**src/rtl/irqc_pkg.sv**
```systemverilog
// Package irqc_pkg
// Shared sizes, register offsets and summary-word layout for the banked
// interrupt controller. Assumes two peripheral banks and one basic group.
package irqc_pkg;
    localparam int unsigned BANK_W    = 32;
    localparam int unsigned N_PERIPH  = 2;
    localparam int unsigned BASIC_W   = 8;
    localparam int unsigned N_GRP     = N_PERIPH + 1;
    localparam int unsigned DATA_W    = 32;

    // Byte offsets; mask set/clear sit at base + 4 * group index.
    localparam int unsigned OFF_SUMMARY = 'h00;
    localparam int unsigned OFF_PEND    = 'h04;
    localparam int unsigned OFF_ENSET   = 'h10;
    localparam int unsigned OFF_ENCLR   = 'h20;

    // Shortcut selections copied into the summary word.
    localparam int unsigned N_SC_A = 5;
    localparam int unsigned N_SC_B = 6;
    localparam int unsigned SC_A_IDX [N_SC_A] = '{3, 7, 9, 18, 19};
    localparam int unsigned SC_B_IDX [N_SC_B] = '{21, 22, 23, 24, 25, 30};

    // Summary-word bit positions derived from the sizes above.
    localparam int unsigned SUM_FLAG_A = BASIC_W;
    localparam int unsigned SUM_FLAG_B = BASIC_W + 1;
    localparam int unsigned SUM_SC_A   = BASIC_W + 2;
    localparam int unsigned SUM_SC_B   = SUM_SC_A + N_SC_A;
    localparam int unsigned SUM_USED   = SUM_SC_B + N_SC_B;
endpackage

```
**src/rtl/irqc_enable_reg.sv**
```systemverilog
// Module irqc_enable_reg
// One group of mask bits, updated by write-one-to-set and write-one-to-clear
// strobes. Assumes the two strobes are never high in the same cycle (they
// decode distinct addresses); if they were, set would win.
module irqc_enable_reg #(
    parameter int unsigned W = 32
) (
    input  logic         clk,
    input  logic         rst_n,
    input  logic         set_we,
    input  logic         clr_we,
    input  logic [W-1:0] wdata,
    output logic [W-1:0] en_q
);

    // Mask bit update: reset to zero, OR in on set, AND-NOT on clear.
    always_ff @(posedge clk) begin
        if (!rst_n) begin
            en_q <= '0;
        end else if (set_we) begin
            en_q <= en_q | wdata;
        end else if (clr_we) begin
            en_q <= en_q & ~wdata;
        end
    end

    // the first cycle out of reset sees an empty mask.
    a_r1_reset_empty: assert property (@(posedge clk) disable iff (!rst_n)
        $rose(rst_n) |-> en_q == '0);

    // every bit written as 1 to the set address is 1 afterwards.
    a_r2_set_ones: assert property (@(posedge clk) disable iff (!rst_n)
        set_we |=> (en_q & $past(wdata)) == $past(wdata));

    // every bit written as 1 to the clear address is 0 afterwards.
    a_r3_clear_ones: assert property (@(posedge clk) disable iff (!rst_n)
        clr_we |=> (en_q & $past(wdata)) == '0);

    // bits written as 0 keep their value.
    a_r2_zero_keeps: assert property (@(posedge clk) disable iff (!rst_n)
        (set_we || clr_we) |=> ((en_q ^ $past(en_q)) & ~$past(wdata)) == '0);

    // with no strobe for this group the mask holds.
    a_r11_hold: assert property (@(posedge clk) disable iff (!rst_n)
        (!set_we && !clr_we) |=> $stable(en_q));

endmodule

```
**src/rtl/irqc_summary.sv**
```systemverilog
// Module irqc_summary
// Builds the summary word from masked basic lines and the masked pending
// words of the two peripheral banks. Purely combinational; assumes inputs
// are already ANDed with their masks.
module irqc_summary
    import irqc_pkg::*;
#(
    parameter int unsigned BW = BANK_W,
    parameter int unsigned SW = BASIC_W,
    parameter int unsigned DW = DATA_W
) (
    input  logic          clk,
    input  logic          rst_n,
    input  logic [SW-1:0] basic_m,
    input  logic [BW-1:0] pend_a,
    input  logic [BW-1:0] pend_b,
    output logic [DW-1:0] summary
);

    // Assemble basic field, bank flags and shortcut copies; rest stays 0.
    always_comb begin
        summary = '0;
        summary[SW-1:0]    = basic_m;
        summary[SUM_FLAG_A] = |pend_a;
        summary[SUM_FLAG_B] = |pend_b;
        for (int k = 0; k < N_SC_A; k++) begin
            summary[SUM_SC_A + k] = pend_a[SC_A_IDX[k]];
        end
        for (int k = 0; k < N_SC_B; k++) begin
            summary[SUM_SC_B + k] = pend_b[SC_B_IDX[k]];
        end
    end

    // any bank-A shortcut bit implies the bank-A flag.
    a_r8_short_a_flag: assert property (@(posedge clk) disable iff (!rst_n)
        (|summary[SUM_SC_B-1:SUM_SC_A]) |-> summary[SUM_FLAG_A]);

    // any bank-B shortcut bit implies the bank-B flag.
    a_r8_short_b_flag: assert property (@(posedge clk) disable iff (!rst_n)
        (|summary[SUM_USED-1:SUM_SC_B]) |-> summary[SUM_FLAG_B]);

    // a zero summary means no masked line anywhere.
    a_r9_zero_idle: assert property (@(posedge clk) disable iff (!rst_n)
        (summary == '0) == ((basic_m == '0) && (pend_a == '0) && (pend_b == '0)));

    // upper bits are never set.
    a_r9_upper_zero: assert property (@(posedge clk) disable iff (!rst_n)
        summary[DW-1:SUM_USED] == '0);

endmodule

```
**src/rtl/irqc_regif.sv**
```systemverilog
// Module irqc_regif
// Address decode for mask set/clear strobes and the combinational read mux.
// Assumes byte addresses on word boundaries; other addresses read as zero.
module irqc_regif
    import irqc_pkg::*;
#(
    parameter int unsigned AW = 8,
    parameter int unsigned DW = DATA_W,
    parameter int unsigned BW = BANK_W,
    parameter int unsigned NG = N_GRP,
    parameter int unsigned NP = N_PERIPH
) (
    input  logic                   bus_wr,
    input  logic [AW-1:0]          bus_addr,
    input  logic [NG-1:0][DW-1:0]  en_all,
    input  logic [NP-1:0][BW-1:0]  pend,
    input  logic [DW-1:0]          summary,
    output logic [NG-1:0]          set_we,
    output logic [NG-1:0]          clr_we,
    output logic [DW-1:0]          rdata
);

    // Per-group write strobes at base plus four bytes per group.
    for (genvar g = 0; g < NG; g++) begin : g_dec
        assign set_we[g] = bus_wr && (bus_addr == AW'(OFF_ENSET + 4 * g));
        assign clr_we[g] = bus_wr && (bus_addr == AW'(OFF_ENCLR + 4 * g));
    end

    // Read mux: summary, bank pending words, masks at both set and clear.
    always_comb begin
        rdata = '0;
        if (bus_addr == AW'(OFF_SUMMARY)) begin
            rdata = summary;
        end
        for (int p = 0; p < NP; p++) begin
            if (bus_addr == AW'(OFF_PEND + 4 * p)) begin
                rdata = DW'(pend[p]);
            end
        end
        for (int g = 0; g < NG; g++) begin
            if (bus_addr == AW'(OFF_ENSET + 4 * g) ||
                bus_addr == AW'(OFF_ENCLR + 4 * g)) begin
                rdata = en_all[g];
            end
        end
    end

endmodule

```
**src/rtl/banked_irq_ctrl.sv**
```systemverilog
// Module banked_irq_ctrl
// Top of the banked level-sensitive interrupt controller: mask groups for two
// peripheral banks and the basic lines, masked pending words, summary word,
// register port and one registered interrupt request.
// Assumes all inputs are synchronous to clk and level-sensitive.
module banked_irq_ctrl
    import irqc_pkg::*;
#(
    parameter int unsigned ADDR_W = 8
) (
    input  logic                       clk,
    input  logic                       rst_n,
    input  logic [N_PERIPH*BANK_W-1:0] src_bank,
    input  logic [BASIC_W-1:0]         src_basic,
    input  logic                       bus_wr,
    input  logic [ADDR_W-1:0]          bus_addr,
    input  logic [DATA_W-1:0]          bus_wdata,
    output logic [DATA_W-1:0]          bus_rdata,
    output logic                       irq
);

    logic [N_GRP-1:0]                set_we;
    logic [N_GRP-1:0]                clr_we;
    logic [N_GRP-1:0][DATA_W-1:0]    en_all;
    logic [N_PERIPH-1:0][BANK_W-1:0] pend;
    logic [BASIC_W-1:0]              basic_m;
    logic [DATA_W-1:0]               summary_w;
    logic                            any_act;
    logic                            irq_q;

    // One mask group per bank plus one for the basic lines.
    for (genvar g = 0; g < N_GRP; g++) begin : g_grp
        if (g < N_PERIPH) begin : g_bank
            logic [BANK_W-1:0] en_b;
            irqc_enable_reg #(.W(BANK_W)) u_en (
                .clk    (clk),
                .rst_n  (rst_n),
                .set_we (set_we[g]),
                .clr_we (clr_we[g]),
                .wdata  (bus_wdata[BANK_W-1:0]),
                .en_q   (en_b)
            );
            assign en_all[g] = DATA_W'(en_b);
            assign pend[g]   = src_bank[g*BANK_W +: BANK_W] & en_b;
        end else begin : g_basic
            logic [BASIC_W-1:0] en_s;
            irqc_enable_reg #(.W(BASIC_W)) u_en (
                .clk    (clk),
                .rst_n  (rst_n),
                .set_we (set_we[g]),
                .clr_we (clr_we[g]),
                .wdata  (bus_wdata[BASIC_W-1:0]),
                .en_q   (en_s)
            );
            assign en_all[g] = DATA_W'(en_s);
            assign basic_m   = src_basic & en_s;
        end
    end

    // Summary word from masked lines.
    irqc_summary #(.BW(BANK_W), .SW(BASIC_W), .DW(DATA_W)) u_sum (
        .clk     (clk),
        .rst_n   (rst_n),
        .basic_m (basic_m),
        .pend_a  (pend[0]),
        .pend_b  (pend[1]),
        .summary (summary_w)
    );

    // Address decode and read mux.
    irqc_regif #(.AW(ADDR_W), .DW(DATA_W), .BW(BANK_W),
                 .NG(N_GRP), .NP(N_PERIPH)) u_rif (
        .bus_wr   (bus_wr),
        .bus_addr (bus_addr),
        .en_all   (en_all),
        .pend     (pend),
        .summary  (summary_w),
        .set_we   (set_we),
        .clr_we   (clr_we),
        .rdata    (bus_rdata)
    );

    // Any masked line across all groups.
    assign any_act = (|pend) || (|basic_m);

    // Register the request once.
    always_ff @(posedge clk) begin
        if (!rst_n) begin
            irq_q <= 1'b0;
        end else begin
            irq_q <= any_act;
        end
    end

    assign irq = irq_q;

    // the request mirrors the previous cycle's summary being non-zero.
    a_r10_irq_latency: assert property (@(posedge clk) disable iff (!rst_n)
        irq == $past(summary_w != '0));

    // no request in the first cycle after reset.
    a_r1_irq_reset: assert property (@(posedge clk) disable iff (!rst_n)
        $rose(rst_n) |-> !irq);

endmodule

```
**config.mk**
```make
export PLATFORM = sky130hd
export DESIGN_NAME = banked_irq_ctrl
export DESIGN_NICKNAME = d
export VERILOG_FILES = /design/src/rtl/irqc_pkg.sv /design/src/rtl/irqc_enable_reg.sv /design/src/rtl/irqc_summary.sv /design/src/rtl/irqc_regif.sv /design/src/rtl/banked_irq_ctrl.sv
export SDC_FILE = /design/constraint.sdc
export NUM_CORES = 1
export LEC_CHECK = 0
export ABC_AREA = 1
export BUFFER_PORTS_ARGS = -buffer_cell sky130_fd_sc_hd__buf_2
export CAP_MARGIN = 20
export CORE_UTILIZATION = 55
export CTS_CLUSTER_DIAMETER = 120
export DETAILED_ROUTE_END_ITERATION = 10
export GPL_ROUTABILITY_DRIVEN = 0
export GPL_TIMING_DRIVEN = 1
export PLACE_DENSITY = 0.89
export SLEW_MARGIN = 20
export SYNTH_ARGS = -nofsm -noshare
export SYNTH_HDL_FRONTEND = slang
export SYNTH_SLANG_ARGS = --single-unit
```
**constraint.sdc**
```tcl
create_clock -name clk -period 3.56 [get_ports clk]
set_input_delay 0.178 -clock clk [delete_from_list [all_inputs] [get_ports clk]]
set_output_delay 0.178 -clock clk [all_outputs]
set_load 0.03 [all_outputs]
```
==> results by group <==
Critical path
  • Crit path launch type: primary input
  • Crit path buffers/inverters: 3
  • Critical-path maximum fanout: 30
  • Crit. Startpoint: bus_addr[7]
  • Kind of critical path: primary input to output port
  • CP max-delay cell: nand2_1
  • Flop-to-flop setup slack: 2200 ps
  • Data required, critical path: 3380 ps
  • CP endpoint kind: output port
  • Most numerous cell on the critical path: buf_2
  • Crit path DAT: 2460 ps
  • WP depth: 9
  • Worst reg2reg path depth: 8
  • Worst path max stage delay: 690 ps
  • Reg2reg end: irq
  • Crit-path cells: buf_2 > nor2_2 > nand3_1 > inv_1 > nand2_1 > o22ai_1 > nor2_1 > nand4_1 > buf_2
  • Delay-heaviest family, CP: simple AND/OR/NAND/NOR gates

Floorplan
  • Total core area: 7807 µm²
  • Rows: 32
  • Die area: 8514 µm²
  • Top-level I/O count: 148
  • Die width: 92.27 µm
  • Initial Utilization: 57.40%
  • Die Y: 92.27 µm

Pwr
  • Sequential share of power: 47.7%
  • Psw: 0.4053 mW
  • Max rail drop VDD: 0.1760 mV
  • Clk network pwr share: 44.0%
  • Combinational power share: 8.3%
  • Total power: 1.716 mW
  • Internal Power: 1.311 mW
  • Sw Share: 23.62%
  • Pwr dens: 311.5 nW/µm²
  • Lkg Pwr: 2.363 nW

Yosys
  • Cells after synthesis: 764
  • Net count after synthesis: 879
  • Post-Synth Simple-Gate Area: 34.12%
  • Synthesized area: 4482 µm²
  • Post-synthesis mux area share: 0%
  • Number of synthesized flops with an enable pin: 0
  • Yosys warning total: 0
  • Commonest cells in the netlist: nand2_1 (256), a21oi_1 (97), nor2_1 (77), o21ai_0 (74), dfxtp_1 (73)
  • Netlist cell types: 22
  • Post-synth top flop: dfxtp_1
  • Main combinational cell family by area after synthesis: simple AND/OR/NAND/NOR gates
  • Syn_area_per_cell: 5.866 µm²
  • XOR/XNOR Fraction of Synth Area: 0%
  • Sequential share of the synthesized area: 32.61%
  • Yosys top cell area share: 32.61%
  • Yosys top cell by area: dfxtp_1
  • Synth top area cells: dfxtp_1 (33%), nand2_1 (21%), a21oi_1 (11%), o21ai_0 (8.3%), nor2_1 (6.4%)
  • Most frequent cell after synthesis: nand2_1
  • Adder-cell area share of the yosys netlist: 0%
  • Post-synthesis compound-gate area fraction: 23.67%
  • Post-synth ARST share: 0%
  • Post-synthesis register bit count: 73

Clock network
  • H-tree levels: 3
  • TritonCTS clock tree: done
  • Clock latency on the worst-skew pair: 350 ps
  • # resized after CTS: 0
  • Longest Clk Path Bufs: 2
  • Cts hold-fix bufs: 0
  • Clk pin slew, worst setup/hold paths: 80 ps
  • CTS buffer count: 9
  • Clock root cell: clkbuf_8
  • Clock sinks: 73
  • Postcts setup bufs: 0

Detailed routing
  • Final WL: 16200 µm
  • Vias/cell: 5.940
  • Routed length per instance: 16.12 µm
  • Pre-antenna DRT Iters: 7
  • DRT iter0 DRCs: 666
  • Antenna Nets Post-Route: 0
  • DR vias: 5970
  • DRC: 0

Finish
  • Number of diodes: 0
  • P&R area growth vs syn: 22.92%
  • # nets final: 1013
  • Post-layout util: 70.56%
  • Layout cell share with drive strength beyond 1: 20.38%
  • Fill count: 691

Global route
  • M1 GR Usage: 46.69%
  • First-pass GRT wire length: 25430 µm
  • Initial antenna violation count: 0
  • Largest net degree at the start of global routing: 56
  • Global Route Usage Sum: 37.99%
  • Met2 Track Usage GR: 61.07%
  • Number of global-route vias before repair: 5692
  • Met3 Use GR: 8.458%
  • GRT busiest layer: met2
  • Total congestion overflow: 0

Timing
  • Slew at the pin closest to its max-slew limit: 1147 ps
  • Clock Skews: 6.278 ps
  • Fin. max-slew vios: 0
  • Fin Setup TNS: 0 ps
  • Hold Vio Cnt, Final: 0
  • RSZ-0062 raised after global routing: false
  • Period utilization: 74.13%
  • Final-report setup violation count: 0
  • Slew headroom: 23.35%
  • FMAX: 378.9 MHz
  • Final Critical Period: 2639 ps

Hold path
  • Hold_sp: bus_wdata[13]
  • Hold Path Depth: 3
  • Hold Crit Class: primary input to flip-flop

Place
  • Final HPWL from detailed placement: 11520 µm
  • Port-buffer cells: 147

Run
  • Max_cap viols: 0

Outcome
  • Status: completed
cells in the final DEF, fill, tap and decap left out:
cell and n:
inv_2 2, buf_12 1, nand2_1 256, nand3_1 21, buf_8 1, clkbuf_1 1
o22ai_1 22, nand2_2 3, nor3_1 6, dfxtp_1 73, nand4_1 12, nor2_1 76
clkinv_1 2, bufinv_16 2, o221ai_1 2, nor3_2 2, o21ai_0 74, a21oi_1 97
nor2_2 4, nor2_4 1, clkbuf_8 11, inv_1 67, clkinvlp_4 2, o21ai_1 10
buf_2 147, buf_4 8
tightest hold or removal path: stages:
cell and delay (ps):
buf_2 110, nand2_1 70, a21oi_1 60
worst max path at each step:
stage                         end
finish               bus_rdata[7]
global route        bus_rdata[25]
CTS                 bus_rdata[23]
detailed placement  bus_rdata[23]
global placement    bus_rdata[14]
floorplan           bus_rdata[15]
power groups by stage:
stage,Combinational [mW],Sequential (mW),Clock (mW)
after detailed placement,0.137,0.838,0
final,0.142,0.819,0.755
after floorplan,0.0443,0.839,0
after CTS,0.138,0.819,0.748
after global routing,0.153,0.819,0.782
after global placement,0.134,0.838,0
per-stage QoR:
stage | cell area (µm²) | hold WS, ps | cells | setup slack [ps]
2_1_floorplan | 4482 | 339.7 | 764 | 1849
3_3_place_gp | 5264 | 447.1 | 988 | 1240
3_5_place_dp | 5264 | 449.9 | 988 | 1098
4_1_cts | 5494 | 107.1 | 1004 | 1069
5_1_grt | 5509 | 116.1 | 1005 | 762.4
6_report | 5509 | 110.9 | 1005 | 921.1
area by class of cell:
cell class | instances | area [µm²] | share of cell area [%]
Clock buffer | 12 | 155.1 | 2.816
Inverter | 71 | 266.5 | 4.838
Sequential cell | 73 | 1461 | 26.53
Tap cell | 102 | 127.6 | 2.317
Timing Repair Buffer | 157 | 830.8 | 15.08
Multi-Input combinational cell | 586 | 2592 | 47.06
Clock inverter | 4 | 75.07 | 1.363
logic make-up after synthesis:
group / after synthesis
AO/OA/AOI/OAI: 205
buffers and inverters: 105
flip-flops: 73
AND/OR/NAND/NOR: 381
routing by layer:
metal	vias up	wire length [µm]
li1	2757	-
met1	2623	5999
met2	502	7316
met3	88	2176
met4	0	709
met5	-	0
Power figures use the tool's default switching activity.
